--- src/rtl/irq_trap_pkg.sv ---
package irq_trap_pkg;
    localparam int CSR_W   = 64;
    localparam int ADDR_W  = 12;
    localparam int CODE_W  = 4;
    localparam int NUM_SRC = 6;

    localparam logic [ADDR_W-1:0] A_STATUS = 12'h300;
    localparam logic [ADDR_W-1:0] A_IE     = 12'h304;
    localparam logic [ADDR_W-1:0] A_TVEC   = 12'h305;
    localparam logic [ADDR_W-1:0] A_EPC    = 12'h341;
    localparam logic [ADDR_W-1:0] A_CAUSE  = 12'h342;
    localparam logic [ADDR_W-1:0] A_IP     = 12'h344;

    localparam int B_GIE  = 3;
    localparam int B_PGIE = 7;
    localparam int B_PPL  = 11;

    localparam logic [CSR_W-1:0] STATUS_WMASK = 64'h19AA;
    localparam logic [CSR_W-1:0] IE_MASK      = 64'hAAA;
    localparam logic [CSR_W-1:0] SWP_MASK     = 64'h222;
    localparam logic [CSR_W-1:0] STATUS_RST   = 64'h1800;
    localparam logic [1:0]       MODE_VEC     = 2'd1;

    typedef struct packed {
        logic [CSR_W-1:0] status;
        logic [CSR_W-1:0] ie;
        logic [CSR_W-1:0] swpend;
        logic [CSR_W-1:0] tvec;
        logic [CSR_W-1:0] epc;
        logic [CSR_W-1:0] cause;
    } csr_state_t;

    function automatic logic [CODE_W-1:0] rank_code(input int rank);
        case (rank)
            0:       rank_code = 4'd11;
            1:       rank_code = 4'd3;
            2:       rank_code = 4'd7;
            3:       rank_code = 4'd9;
            4:       rank_code = 4'd1;
            default: rank_code = 4'd5;
        endcase
    endfunction
endpackage

--- src/rtl/irq_pick.sv ---
module irq_pick
    import irq_trap_pkg::*;
(
    input  logic [CSR_W-1:0]  active_i,
    output logic              valid_o,
    output logic [CODE_W-1:0] code_o
);
    always_comb begin
        valid_o = 1'b0;
        code_o  = '0;
        for (int r = NUM_SRC - 1; r >= 0; r--) begin
            if (active_i[rank_code(r)]) begin
                valid_o = 1'b1;
                code_o  = rank_code(r);
            end
        end
    end
endmodule

--- src/rtl/irq_vec_calc.sv ---
module irq_vec_calc
    import irq_trap_pkg::*;
(
    input  logic [CSR_W-1:0]  tvec_i,
    input  logic [CODE_W-1:0] code_i,
    output logic [CSR_W-1:0]  target_o
);
    localparam int PAD_W = CSR_W - CODE_W - 2;

    logic [CSR_W-1:0] base;
    logic [CSR_W-1:0] offset;

    always_comb begin
        base   = {tvec_i[CSR_W-1:2], 2'b00};
        offset = (tvec_i[1:0] == MODE_VEC) ? {{PAD_W{1'b0}}, code_i, 2'b00} : '0;
        target_o = base + offset;
    end
endmodule

--- src/rtl/irq_trap_ctrl.sv ---
module irq_trap_ctrl
    import irq_trap_pkg::*;
(
    input  logic              clk_i,
    input  logic              rst_ni,
    input  logic              csr_we_i,
    input  logic [ADDR_W-1:0] csr_addr_i,
    input  logic [CSR_W-1:0]  csr_wdata_i,
    output logic [CSR_W-1:0]  csr_rdata_o,
    input  logic              msw_irq_i,
    input  logic              mtimer_irq_i,
    input  logic              mext_irq_i,
    input  logic [CSR_W-1:0]  cur_pc_i,
    input  logic [1:0]        cur_priv_i,
    input  logic              mret_i,
    output logic              trap_o,
    output logic [CSR_W-1:0]  trap_pc_o,
    output logic [CSR_W-1:0]  ret_pc_o,
    output logic [1:0]        ret_priv_o
);
    localparam int CPAD_W = CSR_W - 1 - CODE_W;

    csr_state_t st_d, st_q;

    logic [CSR_W-1:0]  pend;
    logic [CSR_W-1:0]  active;
    logic              pick_valid;
    logic [CODE_W-1:0] pick_code;
    logic [CSR_W-1:0]  target;
    logic              take;

    // hardware pending lines sit at bits 3, 7, 11
    always_comb begin
        pend     = st_q.swpend & SWP_MASK;
        pend[3]  = msw_irq_i;
        pend[7]  = mtimer_irq_i;
        pend[11] = mext_irq_i;
        active   = pend & st_q.ie;
    end

    irq_pick u_pick (
        .active_i (active),
        .valid_o  (pick_valid),
        .code_o   (pick_code)
    );

    irq_vec_calc u_vec (
        .tvec_i   (st_q.tvec),
        .code_i   (pick_code),
        .target_o (target)
    );

    assign take       = st_q.status[B_GIE] & pick_valid;
    assign trap_o     = take;
    assign trap_pc_o  = target;
    assign ret_pc_o   = st_q.epc;
    assign ret_priv_o = st_q.status[B_PPL+1:B_PPL];

    always_comb begin
        case (csr_addr_i)
            A_STATUS: csr_rdata_o = st_q.status;
            A_IE:     csr_rdata_o = st_q.ie;
            A_IP:     csr_rdata_o = pend;
            A_TVEC:   csr_rdata_o = st_q.tvec;
            A_EPC:    csr_rdata_o = st_q.epc;
            A_CAUSE:  csr_rdata_o = st_q.cause;
            default:  csr_rdata_o = '0;
        endcase
    end

    always_comb begin
        st_d = st_q;
        if (csr_we_i) begin
            case (csr_addr_i)
                A_STATUS: st_d.status = csr_wdata_i & STATUS_WMASK;
                A_IE:     st_d.ie     = csr_wdata_i & IE_MASK;
                A_IP:     st_d.swpend = csr_wdata_i & SWP_MASK;
                A_TVEC: begin
                    st_d.tvec[CSR_W-1:2] = csr_wdata_i[CSR_W-1:2];
                    if (csr_wdata_i[1] == 1'b0) begin
                        st_d.tvec[1:0] = csr_wdata_i[1:0];
                    end
                end
                A_EPC:    st_d.epc    = csr_wdata_i;
                A_CAUSE:  st_d.cause  = csr_wdata_i;
                default:  ;
            endcase
        end
        if (mret_i) begin
            st_d.status         = st_q.status;
            st_d.status[B_GIE]  = st_q.status[B_PGIE];
            st_d.status[B_PGIE] = 1'b1;
        end
        if (take) begin
            st_d.status                  = st_q.status;
            st_d.status[B_PGIE]          = st_q.status[B_GIE];
            st_d.status[B_GIE]           = 1'b0;
            st_d.status[B_PPL+1:B_PPL]   = cur_priv_i;
            st_d.epc                     = cur_pc_i;
            st_d.cause                   = {1'b1, {CPAD_W{1'b0}}, pick_code};
        end
    end

    always_ff @(posedge clk_i) begin
        if (!rst_ni) begin
            st_q        <= '0;
            st_q.status <= STATUS_RST;
        end else begin
            st_q <= st_d;
        end
    end
endmodule

--- config.mk ---
export PLATFORM = sky130hd
export DESIGN_NAME = irq_trap_ctrl
export DESIGN_NICKNAME = d
export VERILOG_FILES = /design/src/rtl/irq_trap_pkg.sv /design/src/rtl/irq_pick.sv /design/src/rtl/irq_vec_calc.sv /design/src/rtl/irq_trap_ctrl.sv
export SDC_FILE = /design/constraint.sdc
export NUM_CORES = 1
export LEC_CHECK = 0
export ABC_AREA = 1
export BUFFER_PORTS_ARGS = -buffer_cell sky130_fd_sc_hd__buf_2
export CAP_MARGIN = 20
export CELL_PAD_IN_SITES_DETAIL_PLACEMENT = 1
export CELL_PAD_IN_SITES_GLOBAL_PLACEMENT = 1
export CORE_ASPECT_RATIO = 1.4
export CORE_UTILIZATION = 37
export DETAILED_ROUTE_END_ITERATION = 6
export GPL_TIMING_DRIVEN = 1
export PLACE_DENSITY_LB_ADDON = 0.1
export SETUP_SLACK_MARGIN = 0.1
export SLEW_MARGIN = 10
export SYNTH_ARGS = -nofsm -noshare
export SYNTH_HDL_FRONTEND = slang
export SYNTH_SLANG_ARGS = --single-unit
--- constraint.sdc ---
create_clock -name clk_i -period 3.4 [get_ports clk_i]
set_input_delay 0.51 -clock clk_i [delete_from_list [all_inputs] [get_ports clk_i]]
set_output_delay 0.51 -clock clk_i [all_outputs]
set_load 0.02 [all_outputs]
==> impl_metrics.yaml <==
outcome:
  outcome: "complete, but fails checks"
  failed_checks: "negative setup slack"
worst_setup_path:
  critPathMaxStageDelay_ns: 0.37
  slowest_stage: "fa_2"
  reg2reg_from: "st_q[259]$_SDFFE_PN0P_"
  regToRegEndpoint: "st_q[8]$_SDFFE_PP0P_"
  critical_path_class: "reg -> out"
  cp_common_cell: "nor2_4"
  r2r_cells: 10
  worstPathArrival_ns: 2.93
  timing.critical_path.buf_inv: 4
  reg2reg_setup_slack_ns: 0.93
  cp-start-kind: "flop"
  endpoint_kind: "output pin"
  worstPathRequired_ns: 2.89
  crit_family: "simple AND/OR/NAND/NOR gates"
  cp_max_fo: 6
  worstPathCellList: "nand2_2 -> nand2_4 -> nor2_4 -> a21oi_2 -> ha_2 -> inv_2 -> fa_2 -> nor2_4 -> nor2_4 -> nor2_4 -> inv_2 -> nor2_4 -> buf_6 -> xor2_1 -> buf_4"
power:
  power_density_nw_per_um2: 316
  power_frac_comb: 0.055
  internal_power_uw: 4140
  seq_power_share: 0.449
  leakage_uw: 0.00752
  swShare: 0.235
  p_sw_uw: 1270
  clockPowerShare: 0.496
  peakVddDrop_mv: 0.314
  power_uw: 5410
logic_synthesis:
  synth_seq_area_share: 0.312
  synth_area_per_cell_um2: 6.57
  yosysWarningCount: 0
  ys_ff_latch: 207
  synth-edff-count: 0
  synth_top_area_share: 0.312
  synthTopCellsByArea: "dfxtp_1, nand2_1, nor2_1"
  synth.most_common_cell: "nand2_1"
  netlist_area_um2: 13300
  synthCells: 2022
  synth_cell_types: 36
  yosys.area.top_type: "dfxtp_1"
  synth_common_cells: "nand2_1, nor2_1, dfxtp_1"
  ys.flop_type: "dfxtp_1"
  async_reset_ff_frac: 0
worst_hold_path:
  hold_depth: 3
  hp-start: "csr_wdata_i[0]"
  hold-path-endpoint: "st_q[128]$_SDFFE_PN0P_"
  hp-class: "in -> reg"
placed_design:
  gp_congestion: 0.937
  port_buffers: 341
  dp.cells: 2696
  hpwl_um: 42000
global_routing:
  grt_max_degree: 79
  global_route.usage.met2: 0.579
  gr-total-overflow: 0
  grt_pass1_vias: 15200
  grt_util_met1: 0.315
  gr-usage-all-layers: 0.301
  antenna_found_initial: 0
  grt_pass1_wl_um: 84800
  gr-usage-met3: 0.0320
  busiest_layer: "met2"
floorplanning:
  dieArea_um2: 36700
  start_util: 0.378
  design.core.area_um2: 35200
  die_x_um: 162
  ioPinCount: 344
  die_h_um: 226
  core.rowCount: 81
layout:
  antenna_cells: 0
  stdcell_count: 2768
  nNetsFinal: 2453
  multi_input_area_um2: 8070
  area_delta_synth_final_pct: 28.8
  regArea_um2: 4160
  drive_gt1_frac: 0.306
  fill_cells: 4671
  final_util: 0.487
timing:
  rsz0062_at_grt: "true"
  worst_pin_slew_ns: 1.06
  fmax_mhz: 291
  fin_ws_ns: -0.0386
  drv_slew: 0
  finalSetupTns_ns: -0.102
  min_period_ns: 3.44
  fin_worst_skew_ns: 0.0207
  setup_viol: 4
  finalHoldViolations: 0
  max_slew_margin: 0.293
  fin_crit_sh: 1.01
clocking:
  cts_max_level: 1
  ctsHoldBuffers: 0
  numCtsBuffers: 23
  clk_path_buf_depth: 3
  cts.clk_slew.worst_paths_ns: 0.07
  insertion_delay_ns: 0.54
  cts_tree: "built"
  cts_num_sinks: 207
  root_buffer: "clkbuf_16"
routing:
  dr.pass1.iters: 5
  drtIter0Drc: 598
  drt_wl_total_um: 56000
  wl_per_cell_um: 20.2
  drc: 0
  route.vias.total: 14500
  postRouteAntennaNets: 0
  vias_per_cell: 5.24
run:
  cap_viol_max_count: 0
==> power groups by stage <==
| stage | combinational [uW] | sequential (uW) | clock [uW] |
|---|---|---|---|
| detailed placement | 295 | 2480 | 0 |
| CTS | 297 | 2430 | 2740 |
| global placement | 292 | 2480 | 0 |
| finish | 297 | 2430 | 2680 |
| global route | 324 | 2430 | 2830 |
| floorplan | 126 | 2480 | 0 |
==> how the worst max path moves through the flow <==
stage / startpoint / to / slack (ns) / cells past startpoint
4_1_cts: st_q[259]$_SDFFE_PN0P_ / trap_pc_o[36] / -0.05 / 17
3_3_place_gp: mext_irq_i / trap_pc_o[43] / -0.003 / 19
5_1_grt: st_q[259]$_SDFFE_PN0P_ / trap_pc_o[36] / -0.13 / 18
2_1_floorplan: msw_irq_i / trap_pc_o[32] / 0.39 / 14
6_report: st_q[259]$_SDFFE_PN0P_ / trap_pc_o[18] / -0.04 / 15
3_5_place_dp: mext_irq_i / trap_pc_o[26] / -0.07 / 16
==> stage by stage <==
stage               cell area [um2]  setup slack, ns  hold WS (ns)
global placement              15000         -0.00342         0.444
floorplan                     13300            0.393         0.429
global route                  17100           -0.128         0.286
CTS                           16500          -0.0452         0.258
finish                        17100          -0.0386         0.273
detailed placement            15000          -0.0711         0.450
==> cell usage in the layout (no fill, tap or decap), types with 37 or more instances in the layout <==
cell type,instances
a211oi_1,37
a211oi_2,80
buf_2,293
buf_4,83
buf_6,41
dfxtp_1,197
inv_1,194
nand2_1,464
nand3_1,128
nand4_1,47
nor2_1,347
o211ai_1,55
o21ai_0,74
==> state kept, by name, summed over array words and instances (netlist names) <==
register and count:
ret_pc_o 64, pend 3, st_q 138, ret_priv_o 2
==> cell families after synthesis <==
family / synth area share
DFF: 0.312
AOI/OAI and AO/OA: 0.163
adders and majority gates: 0.00527
other: 0.000282
xor gates and xnor gates: 0.0250
buffers and inverters: 0.144
and+or+nand+nor: 0.351
==> layer usage <==
layer	vias up	routed length, um
met5	-	0
met1	7015	20900
met3	140	1910
met2	370	30200
li1	6983	-
met4	0	2980
==> cell type report <==
| cell class | count | share of cell area |
|---|---|---|
| Clock inverter | 4 | 0.00555 |
| Tap cell | 456 | 0.0333 |
| Timing Repair Buffer | 428 | 0.161 |
| Multi-Input combinational cell | 1427 | 0.471 |
| Clock buffer | 34 | 0.0401 |
| Inverter | 212 | 0.0466 |
| Sequential cell | 207 | 0.243 |
==> repair_timing <==
action | 4_1_cts | 5_1_grt
setup buffers | 25 | 10
pin swaps | 26 | 37
gates resized for setup | 153 | 127
setup endpoints to repair | 56 | 59
==> tightest hold or removal path, cell delays in order <==
cell,delay (ns)
buf_2,0.12
nor4_1,0.06
nor2_1,0.09
No activity file was read; power rests on OpenSTA's default activity.
